==> src/rtl/amon_pkg.sv <==
package amon_pkg;
  localparam int REG_W = 32;
  localparam int NUM_W = 3;
  localparam int KV_W  = 3;
  localparam int NEVT  = 4;

  localparam logic [7:0] OFS_CTRL   = 8'h00;
  localparam logic [7:0] OFS_RAW_HI = 8'h04;
  localparam logic [7:0] OFS_RAW_LO = 8'h08;
  localparam logic [7:0] OFS_SEED   = 8'h0C;
  localparam logic [7:0] OFS_AVG_HI = 8'h10;
  localparam logic [7:0] OFS_AVG_LO = 8'h14;
  localparam logic [7:0] OFS_WEIGHT = 8'h18;
  localparam logic [7:0] OFS_AVG    = 8'h20;
  localparam logic [7:0] OFS_STAT   = 8'h24;
  localparam logic [7:0] OFS_PERIOD = 8'h40;

  localparam int B_GEN      = 31;
  localparam int B_UP_EN    = 30;
  localparam int B_DN_EN    = 29;
  localparam int B_UP_NUM   = 26;
  localparam int B_DN_NUM   = 23;
  localparam int B_AVUP_EN  = 21;
  localparam int B_AVDN_EN  = 20;
  localparam int B_PERIODIC = 18;
  localparam int B_KV       = 10;
  localparam int B_STAT_LO  = 28;

  localparam logic [REG_W-1:0] CTRL_MASK = 32'hFFB4_1C00;

  // event index: 3 raw above, 2 raw below, 1 avg above, 0 avg below
  typedef struct packed {
    logic                 gen;
    logic                 periodic;
    logic [1:0]           run_en;
    logic [1:0][NUM_W-1:0] run_num;
    logic                 avup_en;
    logic                 avdn_en;
    logic [KV_W-1:0]      kv;
  } ctrl_t;

  function automatic ctrl_t decode_ctrl(input logic [REG_W-1:0] w);
    ctrl_t c;
    c.gen        = w[B_GEN];
    c.periodic   = w[B_PERIODIC];
    c.run_en     = {w[B_DN_EN], w[B_UP_EN]};
    c.run_num[0] = w[B_UP_NUM +: NUM_W];
    c.run_num[1] = w[B_DN_NUM +: NUM_W];
    c.avup_en    = w[B_AVUP_EN];
    c.avdn_en    = w[B_AVDN_EN];
    c.kv         = w[B_KV +: KV_W];
    return c;
  endfunction
endpackage

==> src/rtl/amon_regs.sv <==
module amon_regs
  import amon_pkg::*;
#(
  parameter int ADDR_W   = 8,
  parameter int PERIOD_W = 16
) (
  input  logic                clk,
  input  logic                rst_n,
  input  logic                reg_wr,
  input  logic [ADDR_W-1:0]   reg_addr,
  input  logic [REG_W-1:0]    reg_wdata,
  output logic [REG_W-1:0]    reg_rdata,
  input  logic [NEVT-1:0]     evt,
  input  logic [REG_W-1:0]    avg_val,
  output logic [REG_W-1:0]    ctrl_q,
  output logic [REG_W-1:0]    raw_hi_q,
  output logic [REG_W-1:0]    raw_lo_q,
  output logic [REG_W-1:0]    avg_hi_q,
  output logic [REG_W-1:0]    avg_lo_q,
  output logic [REG_W-1:0]    weight_q,
  output logic [PERIOD_W-1:0] period_q,
  output logic                seed_wr,
  output logic [NEVT-1:0]     status_q,
  output logic                irq
);
  logic [REG_W-1:0] seed_q;
  logic [NEVT-1:0]  clr_mask;
  logic [NEVT-1:0]  en_mask;

  function automatic logic hit(input logic [ADDR_W-1:0] a, input logic [7:0] ofs);
    return a == ADDR_W'(ofs);
  endfunction

  assign seed_wr  = reg_wr && hit(reg_addr, OFS_SEED);
  assign clr_mask = (reg_wr && hit(reg_addr, OFS_STAT)) ? reg_wdata[B_STAT_LO +: NEVT] : '0;
  assign en_mask  = {ctrl_q[B_UP_EN], ctrl_q[B_DN_EN], ctrl_q[B_AVUP_EN], ctrl_q[B_AVDN_EN]};
  assign irq      = |(status_q & en_mask);

  always_ff @(posedge clk or negedge rst_n) begin
    if (!rst_n) begin
      ctrl_q   <= '0;
      raw_hi_q <= '0;
      raw_lo_q <= '0;
      avg_hi_q <= '0;
      avg_lo_q <= '0;
      weight_q <= '0;
      period_q <= '0;
      seed_q   <= '0;
      status_q <= '0;
    end else begin
      status_q <= (status_q & ~clr_mask) | evt;
      if (reg_wr) begin
        if (hit(reg_addr, OFS_CTRL))   ctrl_q   <= reg_wdata & CTRL_MASK;
        if (hit(reg_addr, OFS_RAW_HI)) raw_hi_q <= reg_wdata;
        if (hit(reg_addr, OFS_RAW_LO)) raw_lo_q <= reg_wdata;
        if (hit(reg_addr, OFS_AVG_HI)) avg_hi_q <= reg_wdata;
        if (hit(reg_addr, OFS_AVG_LO)) avg_lo_q <= reg_wdata;
        if (hit(reg_addr, OFS_WEIGHT)) weight_q <= reg_wdata;
        if (hit(reg_addr, OFS_PERIOD)) period_q <= reg_wdata[PERIOD_W-1:0];
        if (hit(reg_addr, OFS_SEED))   seed_q   <= reg_wdata;
      end
    end
  end

  always_comb begin
    reg_rdata = '0;
    if (hit(reg_addr, OFS_CTRL))   reg_rdata = ctrl_q;
    if (hit(reg_addr, OFS_RAW_HI)) reg_rdata = raw_hi_q;
    if (hit(reg_addr, OFS_RAW_LO)) reg_rdata = raw_lo_q;
    if (hit(reg_addr, OFS_AVG_HI)) reg_rdata = avg_hi_q;
    if (hit(reg_addr, OFS_AVG_LO)) reg_rdata = avg_lo_q;
    if (hit(reg_addr, OFS_WEIGHT)) reg_rdata = weight_q;
    if (hit(reg_addr, OFS_PERIOD)) reg_rdata = REG_W'(period_q);
    if (hit(reg_addr, OFS_SEED))   reg_rdata = seed_q;
    if (hit(reg_addr, OFS_AVG))    reg_rdata = avg_val;
    if (hit(reg_addr, OFS_STAT))   reg_rdata = {status_q, {B_STAT_LO{1'b0}}};
  end
endmodule

==> src/rtl/amon_sampler.sv <==
module amon_sampler
  import amon_pkg::*;
#(
  parameter int PERIOD_W = 16
) (
  input  logic                clk,
  input  logic                rst_n,
  input  logic                run,
  input  logic [PERIOD_W-1:0] period,
  input  logic [REG_W-1:0]    weight,
  input  logic                act,
  output logic [REG_W-1:0]    acc_q,
  output logic [REG_W-1:0]    sample_q,
  output logic                sample_v
);
  logic [PERIOD_W-1:0] cnt_q;
  logic [REG_W:0]      acc_wide;
  logic [REG_W-1:0]    acc_in;
  logic                tick;

  assign acc_wide = {1'b0, acc_q} + (act ? {1'b0, weight} : '0);
  assign acc_in   = acc_wide[REG_W] ? '1 : acc_wide[REG_W-1:0];
  assign tick     = run && (cnt_q == period);

  always_ff @(posedge clk or negedge rst_n) begin
    if (!rst_n) begin
      cnt_q    <= '0;
      acc_q    <= '0;
      sample_q <= '0;
      sample_v <= 1'b0;
    end else begin
      sample_v <= tick;
      if (!run) begin
        cnt_q <= '0;
        acc_q <= '0;
      end else if (tick) begin
        cnt_q    <= '0;
        acc_q    <= '0;
        sample_q <= acc_in;
      end else begin
        cnt_q <= cnt_q + PERIOD_W'(1);
        acc_q <= acc_in;
      end
    end
  end
endmodule

==> src/rtl/amon_run.sv <==
module amon_run
  import amon_pkg::*;
(
  input  logic             clk,
  input  logic             rst_n,
  input  logic             gen,
  input  logic             step,
  input  logic             breach,
  input  logic [NUM_W-1:0] limit,
  output logic             fire
);
  logic [NUM_W-1:0] cnt_q;

  assign fire = gen && step && breach && (cnt_q == limit);

  always_ff @(posedge clk or negedge rst_n) begin
    if (!rst_n)
      cnt_q <= '0;
    else if (gen && step)
      cnt_q <= (!breach || fire) ? '0 : cnt_q + NUM_W'(1);
  end
endmodule

==> src/rtl/amon_eval.sv <==
module amon_eval
  import amon_pkg::*;
(
  input  logic                  clk,
  input  logic                  rst_n,
  input  logic                  gen,
  input  logic                  sample_v,
  input  logic [REG_W-1:0]      sample,
  input  logic [REG_W-1:0]      raw_hi,
  input  logic [REG_W-1:0]      raw_lo,
  input  logic [1:0][NUM_W-1:0] run_num,
  input  logic [KV_W-1:0]       kv,
  input  logic [REG_W-1:0]      avg_hi,
  input  logic [REG_W-1:0]      avg_lo,
  input  logic                  seed_wr,
  input  logic [REG_W-1:0]      seed_val,
  output logic [REG_W-1:0]      avg_q,
  output logic [NEVT-1:0]       evt
);
  logic [1:0]             breach;
  logic [1:0]             fire;
  logic signed [REG_W:0]  diff;
  logic signed [REG_W:0]  delta;
  logic signed [REG_W:0]  avg_sum;
  logic [REG_W-1:0]       avg_nxt;
  logic                   upd;

  assign breach[0] = sample > raw_hi;
  assign breach[1] = sample < raw_lo;

  for (genvar i = 0; i < 2; i++) begin : g_run
    amon_run u_run (
      .clk    (clk),
      .rst_n  (rst_n),
      .gen    (gen),
      .step   (sample_v),
      .breach (breach[i]),
      .limit  (run_num[i]),
      .fire   (fire[i])
    );
  end

  assign upd     = gen && sample_v;
  assign diff    = $signed({1'b0, sample}) - $signed({1'b0, avg_q});
  assign delta   = diff >>> ({1'b0, kv} + 4'd1);
  assign avg_sum = $signed({1'b0, avg_q}) + delta;
  assign avg_nxt = avg_sum[REG_W-1:0];

  assign evt = {fire[0], fire[1], upd && (avg_nxt > avg_hi), upd && (avg_nxt < avg_lo)};

  always_ff @(posedge clk or negedge rst_n) begin
    if (!rst_n)
      avg_q <= '0;
    else if (seed_wr)
      avg_q <= seed_val;
    else if (upd)
      avg_q <= avg_nxt;
  end
endmodule

==> src/rtl/amon_top.sv <==
module amon_top
  import amon_pkg::*;
#(
  parameter int ADDR_W   = 8,
  parameter int PERIOD_W = 16
) (
  input  logic              clk,
  input  logic              rst_n,
  input  logic              reg_wr,
  input  logic [ADDR_W-1:0] reg_addr,
  input  logic [REG_W-1:0]  reg_wdata,
  output logic [REG_W-1:0]  reg_rdata,
  input  logic              act_pulse,
  output logic              irq
);
  logic [REG_W-1:0]    ctrl_q, raw_hi_q, raw_lo_q, avg_hi_q, avg_lo_q, weight_q;
  logic [PERIOD_W-1:0] period_q;
  logic                seed_wr;
  logic [NEVT-1:0]     status_q, evt;
  logic [REG_W-1:0]    avg_q, acc_q, sample_q;
  logic                sample_v;
  ctrl_t               cfg;

  assign cfg = decode_ctrl(ctrl_q);

  amon_regs #(.ADDR_W(ADDR_W), .PERIOD_W(PERIOD_W)) u_regs (
    .clk(clk), .rst_n(rst_n), .reg_wr(reg_wr), .reg_addr(reg_addr),
    .reg_wdata(reg_wdata), .reg_rdata(reg_rdata), .evt(evt), .avg_val(avg_q),
    .ctrl_q(ctrl_q), .raw_hi_q(raw_hi_q), .raw_lo_q(raw_lo_q),
    .avg_hi_q(avg_hi_q), .avg_lo_q(avg_lo_q), .weight_q(weight_q),
    .period_q(period_q), .seed_wr(seed_wr), .status_q(status_q), .irq(irq)
  );

  amon_sampler #(.PERIOD_W(PERIOD_W)) u_sampler (
    .clk(clk), .rst_n(rst_n), .run(cfg.gen && cfg.periodic), .period(period_q),
    .weight(weight_q), .act(act_pulse), .acc_q(acc_q), .sample_q(sample_q),
    .sample_v(sample_v)
  );

  amon_eval u_eval (
    .clk(clk), .rst_n(rst_n), .gen(cfg.gen), .sample_v(sample_v),
    .sample(sample_q), .raw_hi(raw_hi_q), .raw_lo(raw_lo_q),
    .run_num(cfg.run_num), .kv(cfg.kv), .avg_hi(avg_hi_q), .avg_lo(avg_lo_q),
    .seed_wr(seed_wr), .seed_val(reg_wdata), .avg_q(avg_q), .evt(evt)
  );
endmodule

==> config.mk <==
export PLATFORM = sky130hd
export DESIGN_NAME = amon_top
export DESIGN_NICKNAME = d
export VERILOG_FILES = /design/src/rtl/amon_pkg.sv /design/src/rtl/amon_regs.sv /design/src/rtl/amon_sampler.sv /design/src/rtl/amon_run.sv /design/src/rtl/amon_eval.sv /design/src/rtl/amon_top.sv
export SDC_FILE = /design/constraint.sdc
export NUM_CORES = 1
export LEC_CHECK = 0
export BUFFER_PORTS_ARGS = -buffer_cell sky130_fd_sc_hd__buf_2
export CAP_MARGIN = 20
export CORE_MARGIN = 2
export CORE_UTILIZATION = 34
export DETAILED_ROUTE_END_ITERATION = 10
export PLACE_DENSITY_LB_ADDON = 0.2
export SYNTH_ARGS = -nofsm -noshare
export SYNTH_HDL_FRONTEND = slang
export SYNTH_SLANG_ARGS = --single-unit
==> constraint.sdc <==
create_clock -name clk -period 13.2 [get_ports clk]
set_input_delay 0.66 -clock clk [delete_from_list [all_inputs] [get_ports clk]]
set_output_delay 0.66 -clock clk [all_outputs]
set_load 0.02 [all_outputs]
==> qor.yml <==
outcome:
  status: "finished, final reports clean"
cts:
  htreeDepth: 2
  clk_latency_ns: 0.56
  root_buffer: "clkbuf_16"
  cts_sinks: 346
  clkTransAtPathRegs_ns: 0.06
  numCtsBuffers: 39
  max-clock-path-buffers: 3
  cts_tree: "done"
  post_cts_buffers: 0
  ctsHoldBuffers: 0
  cts_resized: 0
timing:
  max_freq_mhz: 133.3
  fin_crit_sh_pct: 56.84
  finalHoldViolCount: 0
  slew_viol_final: 0
  worst_pin_slew_ns: 1.139
  maxSlewHeadroom_pct: 23.97
  rsz0062_at_grt: "no"
  fin_crit_ns: 7.503
  setup_violations: 0
  setup_tns_ns: 0
  finalClockSkew_ns: 0.03041
critical_path:
  required_ns: 13.61
  worstPathArrival_ns: 7.91
  critPathKind: "flip-flop to flip-flop"
  crit_path_start_kind: "flip-flop"
  slowest_delay_ns: 0.70
  critPathMaxFanout: 4
  slowest_stage: "o41ai_2"
  end_kind: "flip-flop"
finish:
  drive_gt1_share_pct: 15.64
  multi_input_comb_area_sq_mm: 0.01527
  register_area_sq_mm: 0.008658
  filler_cell_count: 7251
  nets: 3039
  syn_to_final_growth_pct: 11.15
  final_core_util_pct: 38.18
  final_common_cell: "dfrtp_1"
  final_cell_mix: "dfrtp_1, nand2_1, ha_1, mux2_2, inv_1"
die:
  coreArea_sq_mm: 0.07296
  start_util_pct: 34.35
  boundaryPins: 77
  die_y_um: 275.5
  core.rowCount: 99
  dieArea_sq_mm: 0.07589
  die_w_um: 275.5
placement:
  io_buffers: 76
  dp_hpwl_um: 66670
  gp_congestion: 0.9294
yosys:
  synth-main-ff-cell: "dfrtp_1"
  synth_compound_area_share_pct: 19.22
  ys_warn_count: 0
  ys_ff_latch: 346
  synth_top_family_by_area: "compound AO/OA/AOI/OAI gates"
  synth_area_sq_mm: 0.02506
  syn_avg_cell_area_sq_um: 9.156
  yosysTopAreaCell: "dfrtp_1"
  synthSimpleGateAreaFrac_pct: 14.44
  synthAdderAreaFrac_pct: 11.47
  synth_fp_nets: 3009
  synth_area_leaders: "dfrtp_1, ha_1, mux2_2"
  synthArstFlopShare_pct: 100.0
  muxShareOfSynthArea_pct: 11.36
  synth_cell_types: 91
  synth_edf_count: 0
  synth_top_cell_area_share_pct: 34.55
  synth_xor_area_share_pct: 4.194
  syn_inst: 2737
  ys_seq_area_share_pct: 34.55
route:
  drc: 0
  drtIter0Drc: 1635
  ant_nets: 0
  firstDrtPassIters: 6
  vias: 21490
  routedWlPerCell_um: 22.95
  viasPerCell: 5.724
  totalWireLength_um: 86160
grt:
  grt_pass1_wl_um: 132100
  grt-ovfl-total: 0
  grt_max_degree: 92
  grtUsageTotal_pct: 22.56
  antenna_found_initial: 1
  grt_pass1_vias: 21450
pwr:
  ir_drop_mv: 0.07478
  leakage_uw: 0.01313
  power_uw: 4751
  power.density_mw_per_mm2: 170.6
job:
  max-cap-violations: 0
worst_hold_path:
  holdCritPathClass: "primary input to async pin"
==> flip-flops by register name, summed over array words and instances, names as in the netlist, 32 cells and up <==
name,count
u_regs.seed_q,32
u_sampler.sample_q,32
u_regs.raw_lo_q,32
u_sampler.acc_q,32
u_regs.weight_q,32
u_regs.raw_hi_q,32
u_regs.avg_lo_q,32
u_eval.avg_q,32
u_regs.avg_hi_q,32
==> cell families (layout without fill, tap and decap cells) <==
kind of cell	Yosys count	count (layout)
muxes	253	253
DFF	346	346
and+or+nand+nor	769	769
other	0	1
AOI/OAI and AO/OA	712	712
xor gates and xnor gates	120	120
buffers and inverters	309	366
adders and majority gates	228	228
==> cell usage after synthesis, drive strengths merged, types with 6 or more instances <==
cell type	count
a21oi	159
mux2i	47
nor2	178
and2	46
o2111ai	8
o22ai	7
nor3	30
and3	25
o211a	6
nand4	41
nor4	9
nand3b	6
nand3	65
xor2	50
nand2	289
xnor2	70
o21ai	157
a211o	10
or2	6
nand2b	35
o21a	23
a22oi	83
a21boi	6
a22o	17
ha	225
o211ai	27
o31ai	6
clkbuf	83
mux2	202
inv	191
or3	8
a211oi	29
nor2b	24
a31oi	19
dfrtp	346
a21o	73
buf	35
a221oi	22
o21bai	11
==> metrics by stage <==
step | instances | worst slack, ns | cell area [sq um] | hold WS (ns)
2_1_floorplan | 2737 | 7.054 | 25060 | 0.3644
3_3_place_gp | 3683 | 5.940 | 26460 | 0.4489
3_5_place_dp | 3684 | 5.790 | 26480 | 0.4571
4_1_cts | 3752 | 5.739 | 27820 | 0.1249
5_1_grt | 3754 | 5.121 | 27850 | 0.1636
6_report | 3754 | 5.697 | 27850 | 0.09086
==> final timing paths <==
| check | startpoint | cells after the start | endpoint | slack (ns) |
|---|---|---|---|---|
| worst max-delay path | u_sampler.sample_q[0]$_DFFE_PN0P_ | 32 | u_regs.status_q[1]$_DFF_PN0_ | 5.70 |
| worst max register to register | u_sampler.sample_q[0]$_DFFE_PN0P_ | 32 | u_regs.status_q[1]$_DFF_PN0_ | 5.70 |
| worst min-delay path | rst_n | 1 | u_sampler.cnt_q[7]$_DFF_PN0_ | 0.09 |
| min in group clk | reg_wdata[17] | 3 | u_regs.seed_q[17]$_DFFE_PN0P_ | 0.47 |
| max in group asynchronous | rst_n | 3 | u_sampler.sample_q[21]$_DFFE_PN0P_ | 11.06 |
| worst min register to register | u_regs.seed_q[22]$_DFFE_PN0P_ | 2 | u_regs.seed_q[22]$_DFFE_PN0P_ | 0.47 |
==> routing by layer <==
metal | track usage [%] | part of all wire (%) | up-vias
met5 | 0 | 0 | -
met1 | 33.38 | 48 | 10800
met2 | 34.73 | 44 | 644
li1 | - | - | 9944
met4 | 6.074 | 2.6 | 0
met3 | 2.471 | 5.5 | 95
==> layout make-up <==
cell class | count | share of cell area (%)
inverter | 191 | 2.574
multi-input combinational | 2082 | 54.83
clock inverter | 9 | 0.6648
sequential | 346 | 31.08
clock buffer | 59 | 4.173
timing repair buffer | 107 | 2.354
antenna | 1 | 0.008984
tap | 959 | 4.308
==> critical path, delay by kind of cell, from the launching register on <==
family	cells	cell delay [ns]
AO/OA/AOI/OAI	15	3.91
adder cells (fa/ha/maj)	4	1.22
AND/OR/NAND/NOR	8	0.89
XOR/XNOR	2	0.49
flip-flops	1	0.39
multiplexers	1	0.32
buffers and inverters	2	0.14
==> power breakdown <==
part	switching (uW)	leakage (uW)	internal (uW)
clock	463	0.000659	705
combinational	1440	0.00798	975
sequential	65.0	0.00449	1110
total	1960	0.0131	2790
(Power assumes the default switching activity.)
